[src/rtl/cois_pkg.sv]
package cois_pkg;
    localparam int OPW   = 3;
    localparam int LANES = 4;

    typedef enum logic [2:0] {
        OP_MUL  = 3'd0,
        OP_ADD  = 3'd1,
        OP_MAD  = 3'd2,
        OP_DP3  = 3'd3,
        OP_TEX  = 3'd4,
        OP_CPLX = 3'd5,
        OP_NRMH = 3'd6,
        OP_RSV  = 3'd7
    } op_e;

    typedef enum logic [1:0] {
        U_EMPTY,
        U_ONE,
        U_PAIR,
        U_TEX
    } ust_e;

    typedef struct packed {
        ust_e             st;
        logic [LANES-1:0] m;
    } unit_t;

    localparam logic [LANES-1:0] LN_XY  = 4'b0011;
    localparam logic [LANES-1:0] LN_ZW  = 4'b1100;
    localparam logic [LANES-1:0] LN_XYZ = 4'b0111;
    localparam logic [LANES-1:0] LN_W   = 4'b1000;
    localparam logic [LANES-1:0] LN_ALL = 4'b1111;

    function automatic logic inside_set(logic [LANES-1:0] m, logic [LANES-1:0] s);
        return (m & ~s) == '0;
    endfunction

    function automatic logic split_ok(logic [LANES-1:0] p, logic [LANES-1:0] n);
        logic two_two, three_one;
        two_two   = (inside_set(p, LN_XY) && inside_set(n, LN_ZW)) ||
                    (inside_set(p, LN_ZW) && inside_set(n, LN_XY));
        three_one = (inside_set(p, LN_XYZ) && n == LN_W) ||
                    (p == LN_W && inside_set(n, LN_XYZ));
        return two_two || three_one;
    endfunction
endpackage

[src/rtl/cois_lane_fit.sv]
module cois_lane_fit
    import cois_pkg::*;
(
    input  unit_t            cur,
    input  logic [LANES-1:0] mask,
    input  logic             want_tex,
    output logic             fit,
    output logic             slot,
    output unit_t            nxt
);
    always_comb begin
        fit  = 1'b0;
        slot = 1'b0;
        nxt  = cur;
        unique case (cur.st)
            U_EMPTY: begin
                fit    = 1'b1;
                nxt.st = want_tex ? U_TEX : U_ONE;
                nxt.m  = want_tex ? LN_ALL : mask;
            end
            U_ONE: begin
                if (!want_tex && split_ok(cur.m, mask)) begin
                    fit    = 1'b1;
                    slot   = 1'b1;
                    nxt.st = U_PAIR;
                    nxt.m  = cur.m | mask;
                end
            end
            U_PAIR, U_TEX: begin
                fit = 1'b0;
            end
        endcase
    end
endmodule

[src/rtl/cois_stage.sv]
module cois_stage
    import cois_pkg::*;
#(
    parameter bit FIRST = 1'b0
) (
    input  logic             alive_in,
    input  logic             vld,
    input  logic [OPW-1:0]   op,
    input  logic [LANES-1:0] mask,
    input  logic             rdep,
    input  unit_t            ua_in,
    input  unit_t            ub_in,
    input  logic             nrm_in,
    output logic             placed,
    output logic             to_a,
    output logic             to_b,
    output logic             to_n,
    output logic             slot,
    output logic [LANES-1:0] lanes,
    output unit_t            ua_out,
    output unit_t            ub_out,
    output logic             nrm_out
);
    op_e              opc;
    logic             can_go;
    logic             a_fit, b_fit, a_slot, b_slot;
    logic [LANES-1:0] a_mask;
    unit_t            a_nxt, b_nxt;

    assign opc    = op_e'(op);
    assign can_go = alive_in && vld && (FIRST || !rdep);
    assign a_mask = (opc == OP_CPLX) ? LN_W : mask;

    cois_lane_fit u_fit_a (
        .cur      (ua_in),
        .mask     (a_mask),
        .want_tex (opc == OP_TEX),
        .fit      (a_fit),
        .slot     (a_slot),
        .nxt      (a_nxt)
    );

    cois_lane_fit u_fit_b (
        .cur      (ub_in),
        .mask     (mask),
        .want_tex (1'b0),
        .fit      (b_fit),
        .slot     (b_slot),
        .nxt      (b_nxt)
    );

    always_comb begin
        to_a = 1'b0;
        to_b = 1'b0;
        to_n = 1'b0;
        unique case (opc)
            OP_NRMH:         to_n = can_go && !nrm_in;
            OP_TEX, OP_CPLX: to_a = can_go && a_fit;
            OP_MUL: begin
                to_b = can_go && b_fit;
                to_a = can_go && !b_fit && a_fit;
            end
            default:         to_b = can_go && b_fit;
        endcase
    end

    always_comb begin
        lanes = mask;
        if (to_a) begin
            if (opc == OP_TEX)       lanes = LN_ALL;
            else if (opc == OP_CPLX) lanes = LN_W;
        end
    end

    assign placed  = to_a || to_b || to_n;
    assign slot    = to_a ? a_slot : b_slot;
    assign ua_out  = to_a ? a_nxt : ua_in;
    assign ub_out  = to_b ? b_nxt : ub_in;
    assign nrm_out = nrm_in || to_n;
endmodule

[src/rtl/cois_dispatch.sv]
module cois_dispatch
    import cois_pkg::*;
#(
    parameter int WIN = 4,
    localparam int IW = (WIN > 1) ? $clog2(WIN) : 1,
    localparam int CW = $clog2(WIN + 1)
) (
    input  logic                 clk,
    input  logic                 rst_n,
    input  logic [WIN-1:0]       win_vld,
    input  logic [WIN*OPW-1:0]   win_op,
    input  logic [WIN*LANES-1:0] win_mask,
    input  logic [WIN-1:0]       win_rdep,
    output logic                 take_vld,
    output logic [CW-1:0]        take_cnt,
    output logic                 iss_vld,
    output logic [CW-1:0]        iss_cnt,
    output logic [1:0]           ua_vld,
    output logic [2*IW-1:0]      ua_idx,
    output logic [2*LANES-1:0]   ua_lanes,
    output logic [1:0]           ub_vld,
    output logic [2*IW-1:0]      ub_idx,
    output logic [2*LANES-1:0]   ub_lanes,
    output logic                 nrm_vld,
    output logic [IW-1:0]        nrm_idx
);
    unit_t            ua_c    [WIN+1];
    unit_t            ub_c    [WIN+1];
    logic             alive_c [WIN+1];
    logic             nrm_c   [WIN+1];
    logic [WIN-1:0]   to_a, to_b, to_n, slot_c;
    logic [LANES-1:0] lanes_c [WIN];

    assign ua_c[0]    = '{st: U_EMPTY, m: '0};
    assign ub_c[0]    = '{st: U_EMPTY, m: '0};
    assign alive_c[0] = 1'b1;
    assign nrm_c[0]   = 1'b0;

    for (genvar g = 0; g < WIN; g++) begin : g_stage
        cois_stage #(.FIRST(g == 0)) u_stg (
            .alive_in (alive_c[g]),
            .vld      (win_vld[g]),
            .op       (win_op[g*OPW +: OPW]),
            .mask     (win_mask[g*LANES +: LANES]),
            .rdep     (win_rdep[g]),
            .ua_in    (ua_c[g]),
            .ub_in    (ub_c[g]),
            .nrm_in   (nrm_c[g]),
            .placed   (alive_c[g+1]),
            .to_a     (to_a[g]),
            .to_b     (to_b[g]),
            .to_n     (to_n[g]),
            .slot     (slot_c[g]),
            .lanes    (lanes_c[g]),
            .ua_out   (ua_c[g+1]),
            .ub_out   (ub_c[g+1]),
            .nrm_out  (nrm_c[g+1])
        );
    end

    logic [1:0]         a_vld_n, b_vld_n;
    logic [2*IW-1:0]    a_idx_n, b_idx_n;
    logic [2*LANES-1:0] a_ln_n, b_ln_n;
    logic               n_vld_n;
    logic [IW-1:0]      n_idx_n;
    logic [CW-1:0]      cnt_n;

    always_comb begin
        a_vld_n = '0; a_idx_n = '0; a_ln_n = '0;
        b_vld_n = '0; b_idx_n = '0; b_ln_n = '0;
        n_vld_n = 1'b0; n_idx_n = '0;
        cnt_n   = '0;
        for (int i = 0; i < WIN; i++) begin
            cnt_n = cnt_n + CW'(alive_c[i+1]);
            if (to_a[i]) begin
                if (slot_c[i]) begin
                    a_vld_n[1] = 1'b1;
                    a_idx_n[IW +: IW] = IW'(i);
                    a_ln_n[LANES +: LANES] = lanes_c[i];
                end else begin
                    a_vld_n[0] = 1'b1;
                    a_idx_n[0 +: IW] = IW'(i);
                    a_ln_n[0 +: LANES] = lanes_c[i];
                end
            end
            if (to_b[i]) begin
                if (slot_c[i]) begin
                    b_vld_n[1] = 1'b1;
                    b_idx_n[IW +: IW] = IW'(i);
                    b_ln_n[LANES +: LANES] = lanes_c[i];
                end else begin
                    b_vld_n[0] = 1'b1;
                    b_idx_n[0 +: IW] = IW'(i);
                    b_ln_n[0 +: LANES] = lanes_c[i];
                end
            end
            if (to_n[i]) begin
                n_vld_n = 1'b1;
                n_idx_n = IW'(i);
            end
        end
    end

    assign take_vld = win_vld[0];
    assign take_cnt = cnt_n;

    always_ff @(posedge clk) begin
        if (!rst_n) begin
            iss_vld  <= 1'b0;
            iss_cnt  <= '0;
            ua_vld   <= '0;
            ua_idx   <= '0;
            ua_lanes <= '0;
            ub_vld   <= '0;
            ub_idx   <= '0;
            ub_lanes <= '0;
            nrm_vld  <= 1'b0;
            nrm_idx  <= '0;
        end else begin
            iss_vld  <= take_vld;
            iss_cnt  <= take_cnt;
            ua_vld   <= a_vld_n;
            ua_idx   <= a_idx_n;
            ua_lanes <= a_ln_n;
            ub_vld   <= b_vld_n;
            ub_idx   <= b_idx_n;
            ub_lanes <= b_ln_n;
            nrm_vld  <= n_vld_n;
            nrm_idx  <= n_idx_n;
        end
    end


    take_cnt_range_chk: assert property (@(posedge clk) disable iff (!rst_n)
        take_vld |-> (take_cnt >= CW'(1) && take_cnt <= CW'(WIN)));

    take_idle_chk: assert property (@(posedge clk) disable iff (!rst_n)
        !take_vld |-> take_cnt == '0);

    iss_follows_take_chk: assert property (@(posedge clk) disable iff (!rst_n)
        take_vld |=> (iss_vld && iss_cnt == $past(take_cnt)));

    slot_sum_chk: assert property (@(posedge clk) disable iff (!rst_n)
        iss_vld |-> $countones({ua_vld, ub_vld, nrm_vld}) == int'(iss_cnt));

    a_lane_disjoint_chk: assert property (@(posedge clk) disable iff (!rst_n)
        ua_vld == 2'b11 |-> (ua_lanes[0 +: LANES] & ua_lanes[LANES +: LANES]) == '0);

    b_lane_disjoint_chk: assert property (@(posedge clk) disable iff (!rst_n)
        ub_vld == 2'b11 |-> (ub_lanes[0 +: LANES] & ub_lanes[LANES +: LANES]) == '0);

    a_slot_order_chk: assert property (@(posedge clk) disable iff (!rst_n)
        ua_vld[1] |-> (ua_vld[0] && ua_idx[IW +: IW] > ua_idx[0 +: IW]));

    b_slot_order_chk: assert property (@(posedge clk) disable iff (!rst_n)
        ub_vld[1] |-> (ub_vld[0] && ub_idx[IW +: IW] > ub_idx[0 +: IW]));

    a_full_closed_chk: assert property (@(posedge clk) disable iff (!rst_n)
        (ua_vld[0] && ua_lanes[0 +: LANES] == LN_ALL) |-> !ua_vld[1]);
endmodule

[config.mk]
export PLATFORM = sky130hd
export DESIGN_NAME = cois_dispatch
export DESIGN_NICKNAME = d
export VERILOG_FILES = /design/src/rtl/cois_pkg.sv /design/src/rtl/cois_lane_fit.sv /design/src/rtl/cois_stage.sv /design/src/rtl/cois_dispatch.sv
export SDC_FILE = /design/constraint.sdc
export NUM_CORES = 1
export LEC_CHECK = 0
export ABC_AREA = 1
export BUFFER_PORTS_ARGS = -buffer_cell sky130_fd_sc_hd__buf_2
export CAP_MARGIN = 20
export CORE_UTILIZATION = 40
export CTS_CLUSTER_DIAMETER = 50
export DETAILED_ROUTE_END_ITERATION = 10
export PLACE_DENSITY = 0.61
export SLEW_MARGIN = 20
export SYNTH_ARGS = -nofsm -noshare
export SYNTH_HDL_FRONTEND = slang
export SYNTH_HIERARCHICAL = 1
export SYNTH_SLANG_ARGS = --single-unit
[constraint.sdc]
create_clock -name clk -period 11.7 [get_ports clk]
set_input_delay 2.925 -clock clk [delete_from_list [all_inputs] [get_ports clk]]
set_output_delay 2.925 -clock clk [all_outputs]
set_load 0.01 [all_outputs]
### After elaboration in Yosys (flattened, before gate mapping)

Cells that the tools add are included.

| storage, ports and cells | value |
|---|---|
| output and inout bits | 39 |
| bits of input ports | 38 |
| flip-flop bits (word level) | 35 |

| operators by class | value |
|---|---|
| mux-type cells | 125 |
| equal/unequal tests | 42 |
| add/sub/neg operators | 3 |
| reductions and logical operators | 147 |
| bitwise logic cells | 4 |

Operators with widths:

| kind | count |
|---|---|
| 4-bit zero test | 36 |
| 4-bit 2-to-1 mux | 31 |
| 6-bit 2-to-1 mux | 9 |
| 4-bit equality test, second input constant | 12 |
| 1-bit logical AND | 48 |
| 8-bit 2-to-1 mux | 6 |
| 6-bit one-hot mux with 2 select lines | 4 |
| 1-bit 2-to-1 mux | 45 |
| 2-bit 2-to-1 mux | 19 |
| 3-bit equality test, second input constant | 12 |
| 1-bit logical OR | 28 |
| 2-bit equality test, second input constant | 10 |
| 2-bit OR reduction | 10 |
| 1-bit one-hot mux with 3 select lines | 6 |
| 4-bit bitwise OR | 4 |
| 1-bit zero test | 12 |
| 2-bit zero test | 6 |
| 3-bit OR reduction | 4 |
| 2-bit by 1-bit equality test with 1-bit output, second input constant | 5 |
| 3-bit zero test | 3 |
| 1-bit one-hot mux with 2 select lines | 3 |
| 5-bit 2-to-1 mux | 1 |
| 1-bit by 2-bit equality test with 1-bit output, second input constant | 2 |
| 2-bit by 1-bit adder with 3-bit output | 1 |
| other kinds (4) | 4 |

### Depth between registers and ports, before layout

Gate-level depths: netlist of the first run.

| logic depth | value |
|---|---|
| depth in word-level cells | 37 |
| mapped depth | 58 |

### Hierarchy

The synthesis of the first run kept the hierarchy.

By module, submodules not included:

| module | seq. area each (sq um) | times used | area each (sq um) | cells an instance |
|---|---|---|---|---|
| cois_lane_fit | 0.0 | 8 | 259.0 | 58 |
| cois_dispatch | 700.7 | 1 | 1776.7 | 265 |
| cois_stage (g_stage[1].u_stg ...) | 0.0 | 3 | 406.6 | 100 |
| cois_stage (g_stage[0].u_stg) | 0.0 | 1 | 399.1 | 84 |

### Worst setup path before layout of the first run

OpenSTA, ideal clock, no wires.

| timing path | value |
|---|---|
| path type | input -> output |
| from | input win_op[1] |
| to | output take_cnt[1] |
| data required time | 8775 ps |
| path buffers | 3 |
| slack | 1010 ps |
| arrival time | 7765 ps |
| stages on the path | 49 |
| cell sequence | inv_2 -> nand2_2 -> inv_2 -> nand2_1 -> nand2_1 -> inv_1 -> nor2_1 -> o21ai_0 -> a21oi_1 -> nand2_1 -> nand4_1 -> nand2_1 -> nand2_1 -> nand2_1 -> nor2_4 -> nand3_1 -> nand2_1 -> nand2_1 -> [... 13 more ...] -> buf_4 -> nand2_1 -> nand2_1 -> nand2_1 -> nand2_1 -> nor2_4 -> nand3_1 -> nand2_1 -> inv_1 -> nor2_1 -> nand2_1 -> buf_4 -> nand3_1 -> inv_1 -> fa_1 -> inv_1 -> ha_1 -> ha_1 |

RTL lines:

| what | line | source |
|---|---|---|
| start: declaration | cois_dispatch.sv:11 | `input logic [WIN*OPW-1:0] win_op,` |
| end: declaration | cois_dispatch.sv:15 | `output logic [CW-1:0] take_cnt,` |

==> impl_results.md, run 1 <==
* Maximum vdd drop at approximately 0.052 mV
* Die width at between 100 and 150 um
* Die span in y at approximately 110 um
* WL met1 at slightly above 7000 um
* PwrDens at ~62 mW/mm^2
* Vias in the first global route at between 5000 and 6000
* Commonest non-fill, non-tap cell in the layout: nand2_1
* # IOs at between 70 and 80
* Post-Route WL at between 10000 and 15000 um
* CTS Buffer Depth at 2
* Met2 WL at approximately 6400 um
* Post-DRT Antenna Nets at 0
* Synthesized area at slightly above 0.005 mm^2
* Initial DRC Count at between 400 and 500
* Max Freq at around 90 MHz
* Wire per inst at 10.7 um
* Synth Area per Inst at ~5.0 um^2
* Num CTS Buffers at 5
* Required @ worst endpoint at 8780 ps
* Layout net count at approximately 1200
* Crit share post-route at between 90% and 100%
* Crit-path most repeated cell: nand2_1
* Slew at the pin closest to its max-slew limit at ~840 ps
* DR pass1 iterations at 5
* Slowest-stage cell, CP: fa_1
* WS Path Type: input pin to output port
* Status: completed
* Max-cap viol count at 0
* Reg clk slew, reported paths at about 50 ps
* Total grt overflow at 0
* Detail Route met3 WL at 501 um
* Site Rows at 40
* Tot GR Track Use at between 20% and 30%
* Slew margin rel. at roughly 44%
* CP arrival at just over 8000 ps
* CTS tree: done
* Largest net degree at the start of global routing at 31
* Global-route wire length before repair at 24200 um
* DRC at 0
* Core ar. at between 0.01 and 0.015 mm^2
* YS warnings at 6
* Setup WS post-layout at between 600 and 700 ps
* Die area at 0.0131 mm^2
* Endpoints failing setup at 0
* Slowest stage delay, CP at ~520 ps
* Final slew viol count at 0
* Final Core Density at 49.9%
* Crit path capture type: output port
* Critical path startpoint category: input pin
* Max layer used: met4
* Min-Delay Path Class: input pin to register
* Final hold violation count at 0
* Hold-fix buffers, CTS at 0
* CTS H-Tree Depth at 2
* Initial core utilization at slightly above 40%
* Detailed Place HPWL at 11900 um
* I/O Buffers at 75
* Post-Place Worst Slack at between 200 and 300 ps
* Ant. Diodes at 0
* Most frequent cells in the layout: 415 x nand2_1, 170 x inv_1, 80 x nor2_1
* Area growth syn-to-layout at 20.1%
* Routed vias at about 5900
* GP Congestion at about 0.9
* Antenna violations before repair at 0
* CTS sink count at 35
* CP max FO at 8
* Leak Pwr at between 3 and 4 nW
* Root buf cell: clkbuf_16
* Fillers at between 1000 and 1500
* Post-Synthesis Cells at around 1000
* Share of layout cells above drive strength 1 at 16.1%
* Tmin final at approximately 11000 ps
* Via density at around 4.5
==> registers in the layout, summed over array words and instances, names as in the netlist <==
| name | flops |
|---|---|
| ua_lanes | 8 |
| ub_lanes | 8 |
| ua_idx | 4 |
| ub_idx | 4 |
| iss_cnt | 3 |
| nrm_idx | 2 |
| ua_vld | 2 |
| ub_vld | 2 |
| iss_vld | 1 |
| nrm_vld | 1 |
==> final timing paths <==
| kind | from | endpoint | slack [ps] | cells after the start |
|---|---|---|---|---|
| setup / recovery | win_op[1] | take_cnt[1] | 620 | 47 |
| hold / removal | win_vld[0] | iss_vld | 2880 | 3 |
==> cell type report <==
class	instances	area, um^2	share of cell area (%)
Clock inverter	1	5.00	0.0825
Multi-Input combinational cell	852	3860	63.5
Timing Repair Buffer	87	465	7.67
Inverter	182	693	11.4
Tap cell	168	210	3.46
Clock buffer	6	139	2.29
Sequential cell	35	701	11.5
==> metal layers <==
| metal | up-vias | GRT usage [%] |
|---|---|---|
| met1 | 2449 | 31.3 |
| met2 | 149 | 38.5 |
| met4 | 0 | 3.98 |
| li1 | 3317 | - |
| met5 | - | 0 |
| met3 | 15 | 1.22 |
==> repair_timing <==
action,CTS,global route
gates resized for setup,0,17
setup buffers,0,4
setup endpoints to repair,0,3
==> worst max-delay path: cells and delay by family <==
kind / cells / cell delay (ps)
compound gates: 2 / 210
fa+ha+maj: 3 / 980
buf+inv: 12 / 1170
simple gates: 30 / 2810
==> where the power goes <==
group / switching, mW / internal (mW) / leakage, nW
sequential: 0.000122 / 0.120 / 0.282
combinational: 0.0896 / 0.0391 / 3.32
clock: 0.0442 / 0.0829 / 0.0727
==> metrics by stage <==
step / hold WS [ps] / cells / setup TNS [ps] / power (mW) / area, um^2
6_report: 2880 / 1331 / 0 / 0.376 / 6070
5_1_grt: 2900 / 1331 / -11.9 / 0.405 / 6070
2_1_floorplan: 3020 / 1084 / 0 / 0.214 / 5320
4_1_cts: 2890 / 1327 / 0 / 0.373 / 5990
3_3_place_gp: 3160 / 1320 / 0 / 0.246 / 5850
3_5_place_dp: 3170 / 1320 / 0 / 0.246 / 5850
Note: power is estimated with default switching activity, not from simulation.
==> inputs of run 2 (changes only) <==
CTS_BUF_LIST = sky130_fd_sc_hd__clkbuf_4 sky130_fd_sc_hd__clkbuf_8   (was not set)
==> run 2 against run 1 <==
Compared with the run above: combinational power about the same; global-route usage down 0.14 points; first-iteration DRC count down 7.5%; worst hold slack worse by 6.4 ps; sequential share of layout area up 0.11 points; routed wire length down 0.48%; non-clock buffer count unchanged; power down 11%; sequential cell count unchanged; fmax about the same; largest cell class unchanged; highest routed layer unchanged.
==> impl_results.md, run 2 (synthesized netlist as in run 1, its figures left out) <==
* Tmin final at about 11000 ps
* Layout net count at ~1200
* Slew margin rel. at around 43%
* Combinational power share at about two fifths
* Initial core utilization at 41.6%
* WS Path Type: input pin to output port
* Crit-path most repeated cell: nand2_1
* Num CTS Buffers at 5
* Crit path capture type: output port
* Via density at around 4.4
* Final slew viol count at 0
* Slew at the pin closest to its max-slew limit at between 800 and 900 ps
* Ant. Diodes at 0
* Die width at approximately 110 um
* Wire per inst at 10.7 um
* Most frequent cells in the layout: 415 x nand2_1, 170 x inv_1, 80 x nor2_1
* Int Power at approximately 200 uW
* Required @ worst endpoint at between 8000 and 9000 ps
* Vias in the first global route at 5217
* Post-DRT Antenna Nets at 0
* Endpoints failing setup at 0
* Slowest-stage cell, CP: fa_1
* Critical path startpoint category: input pin
* Max Freq at 90.2 MHz
* Initial DRC Count at about 440
* CP arrival at around 8000 ps
* Status: completed
* DR pass1 iterations at 5
* Final hold violation count at 0
* Crit share post-route at roughly 95%
* Site Rows at 40
* PwrDens at about 56 mW/mm^2
* Area growth syn-to-layout at 19.0%
* Largest registers: ua_lanes x8, ub_lanes x8
* CTS sink count at 35
* # IOs at slightly below 80
* CTS H-Tree Depth at 2
* Share of layout cells above drive strength 1 at around 16%
* Largest net degree at the start of global routing at 31
* Total grt overflow at 0
* Die span in y at around 110 um
* Antenna violations before repair at 0
* Final Core Density at 49.4%
* Non-filler cells, final at approximately 1300
* Leak Pwr at approximately 3.6 nW
* Die area at roughly 0.013 mm^2
* Post-Place Worst Slack at around 260 ps
* DP Cell Count at 1320
* CTS tree: done
* CP max FO at 8
* Post-Route WL at about 14000 um
* Setup WS post-layout at slightly above 600 ps
* Min-Delay Path Class: input pin to register
* Hold-fix buffers, CTS at 0
* Root buf cell: clkbuf_8
* Detailed Place HPWL at about 12000 um
* Switch Pwr at around 130 uW
* Global-route wire length before repair at ~24000 um
* Sw frac at 38.6%
* Max-cap viol count at 0
* CTS Buffer Depth at 2
* Clock power share at between 20% and 30%
* I/O Buffers at 75
* Final setup TNS at 0 ps
* Core ar. at about 0.012 mm^2
* Commonest non-fill, non-tap cell in the layout: nand2_1
* Cells on Worst Hold Path at 3
* Sequential power share at between 30% and 40%
* DRC at 0
* Routed vias at just under 6000
* GP Congestion at 0.902
* Maximum vdd drop at around 0.033 mV
* Slowest stage delay, CP at approximately 520 ps
* Reg clk slew, reported paths at ~70 ps
* Tot GR Track Use at approximately 22%
## run 2: cell counts in the layout (fill, tap and decap cells not counted)
Identical to the previous run, type by type.
## run 2: power by group through the flow
stage / clock network [mW] / registers, mW / logic [mW]
floorplan: 0 / 0.123 / 0.0912
global placement: 0 / 0.123 / 0.123
detailed placement: 0 / 0.123 / 0.124
CTS: 0.0870 / 0.120 / 0.124
global route: 0.0943 / 0.120 / 0.148
finish: 0.0855 / 0.120 / 0.129
## run 2: repair_timing
action / CTS / global route
resized for setup: 0 / 17
endpoints found under the setup margin: 0 / 3
setup buffers: 0 / 4
## run 2: layout make-up
class	count	area, um^2
fillers	1394	6150
multi-input cells	852	3860
flip-flops and latches	35	701
inverters	182	693
repair buffers	87	465
well taps	168	210
clock buffers	6	82.6
clock inverters	1	5.00
## run 2: path summary, 6_finish.rpt
check | from | end | slack, ps
worst min-delay path | win_vld[0] | iss_vld | 2870
worst max-delay path | win_op[1] | take_cnt[1] | 620
## run 2: routing by layer
metal / global-route usage [%] / part of all wire [%] / up-vias
met5: 0 / 0 / -
met4: 3.98 / 0.82 / 0
met3: 1.06 / 3.8 / 10
met2: 38.2 / 45 / 142
met1: 31.2 / 50 / 2453
li1: - / - / 3317
## run 2: critical path: cells and delay by family
| kind | cells | cell delay, ps |
|---|---|---|
| fa+ha+maj | 3 | 980 |
| compound gates | 2 | 210 |
| buf+inv | 12 | 1170 |
| simple gates | 30 | 2820 |
## run 2: through the flow
step	instance area, um^2	hold slack [ps]	total power, mW
after detailed placement	5850	3170	0.246
final	6010	2870	0.334
after floorplan	5320	3020	0.214
after global routing	6010	2890	0.362
after CTS	5930	2880	0.331
after global placement	5850	3160	0.246
==> inputs of run 3 (changes only) <==
CORE_UTILIZATION = 60   (was 40)
PLACE_DENSITY = 0.85   (was 0.61)
==> run 3 against run 2 <==
Compared with the run above: fmax down 1.5%; worst setup slack worse by 170 ps; critical endpoint unchanged; utilization grew 25 points; sequential cell count stayed put.
==> impl_results.md, run 3 (synthesized netlist as in run 1, its figures left out) <==
* Met2 WL at 6650 um
* Max layer used: met4
* Die width at between 90 and 100 um
* Die area at between 0.008 and 0.009 mm^2
* Design Area, Final at 0.00611 mm^2
* Endpoints failing setup at 0
* # IOs at between 70 and 80
* Core ar. at a little over 0.008 mm^2
* CTS tree: done
* Max-cap viol count at 0
* WL met1 at 6090 um
* GP Congestion at about 1.0
* Post-Route WL at around 14000 um
* Slew at the pin closest to its max-slew limit at about 810 ps
* Site Rows at 33
* DR pass1 iterations at 5
* Ant. Diodes at 0
* Slowest stage delay, CP at ~530 ps
* Final hold violation count at 0
* Routed vias at 6301
* Detailed Place HPWL at between 10000 and 15000 um
* Min-Delay Path Class: input pin to register
* WS Path Type: input pin to output port
* Crit share post-route at a little over nine tenths
* Crit path capture type: output port
* CTS Buffer Depth at 2
* Required @ worst endpoint at 8780 ps
* I/O Buffers at between 70 and 80
* Status: completed
* Most frequent cells in the layout: 412 x nand2_1, 169 x inv_1, 78 x nor2_1
* Slew margin rel. at a little under half
* DRC at 0
* Initial core utilization at between 60% and 70%
* Cells on Worst Hold Path at 3
* Root buf cell: clkbuf_8
* Crit-path most repeated cell: nand2_1
* PwrDens at between 50 and 60 mW/mm^2
* Num CTS Buffers at 5
* Final setup TNS at 0 ps
* Wire per inst at 10.9 um
* Via density at 4.91
* Hold-fix buffers, CTS at 0
* Reg clk slew, reported paths at around 70 ps
* Largest registers: ua_lanes x8, ub_lanes x8
* Placed inst area at 0.00574 mm^2
* Initial DRC Count at ~500
* Largest net degree at the start of global routing at 31
* Share of layout cells above drive strength 1 at between 10% and 20%
* Total grt overflow at 0
* Final slew viol count at 0
* CP max FO at 7
* Max Freq at around 89 MHz
* Layout net count at 1218
* Leak Pwr at between 3 and 4 nW
* Tmin final at 11250 ps
* Area growth syn-to-layout at 20.9%
* Global-route wire length before repair at around 23000 um
* Fillers at about 780
* Post-DRT Antenna Nets at 0
* Final Core Density at between 70% and 80%
* Critical path startpoint category: input pin
* Tot GR Track Use at 32.0%
* CTS H-Tree Depth at 2
* Antenna violations before repair at 0
* Vias in the first global route at 5309
* CP arrival at 8330 ps
* Detail Route met3 WL at slightly below 1000 um
* Slowest-stage cell, CP: fa_1
* Commonest non-fill, non-tap cell in the layout: nand2_1
* Maximum vdd drop at approximately 0.046 mV
* Die span in y at roughly 94 um
* CTS sink count at 35
run 3: what timing repair did:
item,4_1_cts,5_1_grt
setup buffers,0,20
gates resized for setup,0,31
endpoints found under the setup margin,0,3
run 3: metrics by stage:
stage               setup WS [ps]  instances  total power, mW  hold WS, ps
floorplan                    1180       1084            0.214         3020
global placement              285       1253            0.243         3170
detailed placement            219       1253            0.245         3170
CTS                           195       1261            0.353         2880
global route                 -186       1283            0.388         2930
finish                        449       1283            0.362         2890
run 3: path summary, 6_finish.rpt:
| kind | slack, ps | endpoint | startpoint |
|---|---|---|---|
| worst max-delay path | 450 | take_cnt[1] | win_op[1] |
| worst min-delay path | 2890 | iss_vld | win_vld[0] |
run 3: cell type report:
cell class	count	area (um^2)	share of cell area (%)
Sequential cell	35	701	11.5
Tap cell	105	131	2.15
Multi-Input combinational cell	853	3880	63.6
Clock buffer	6	82.6	1.35
Clock inverter	2	35.0	0.573
Timing Repair Buffer	100	577	9.44
Inverter	182	698	11.4
run 3: critical path: cells and delay by family:
family	cells	cell delay, ps
buf+inv	12	980
simple gates	32	3170
compound gates	2	220
fa+ha+maj	3	990
run 3: where the power goes:
group	internal, mW	total [mW]	switching, mW
logic	0.0415	0.133	0.0916
registers	0.120	0.120	0.000136
clock network	0.0688	0.109	0.0401
total	0.230	0.362	0.132
run 3: routing by layer:
| layer | global-route usage (%) | vias to the layer above |
|---|---|---|
| met5 | 0 | - |
| met4 | 10.9 | 0 |
| met3 | 4.37 | 35 |
| met2 | 54.6 | 239 |
| met1 | 40.9 | 2669 |
| li1 | - | 3358 |
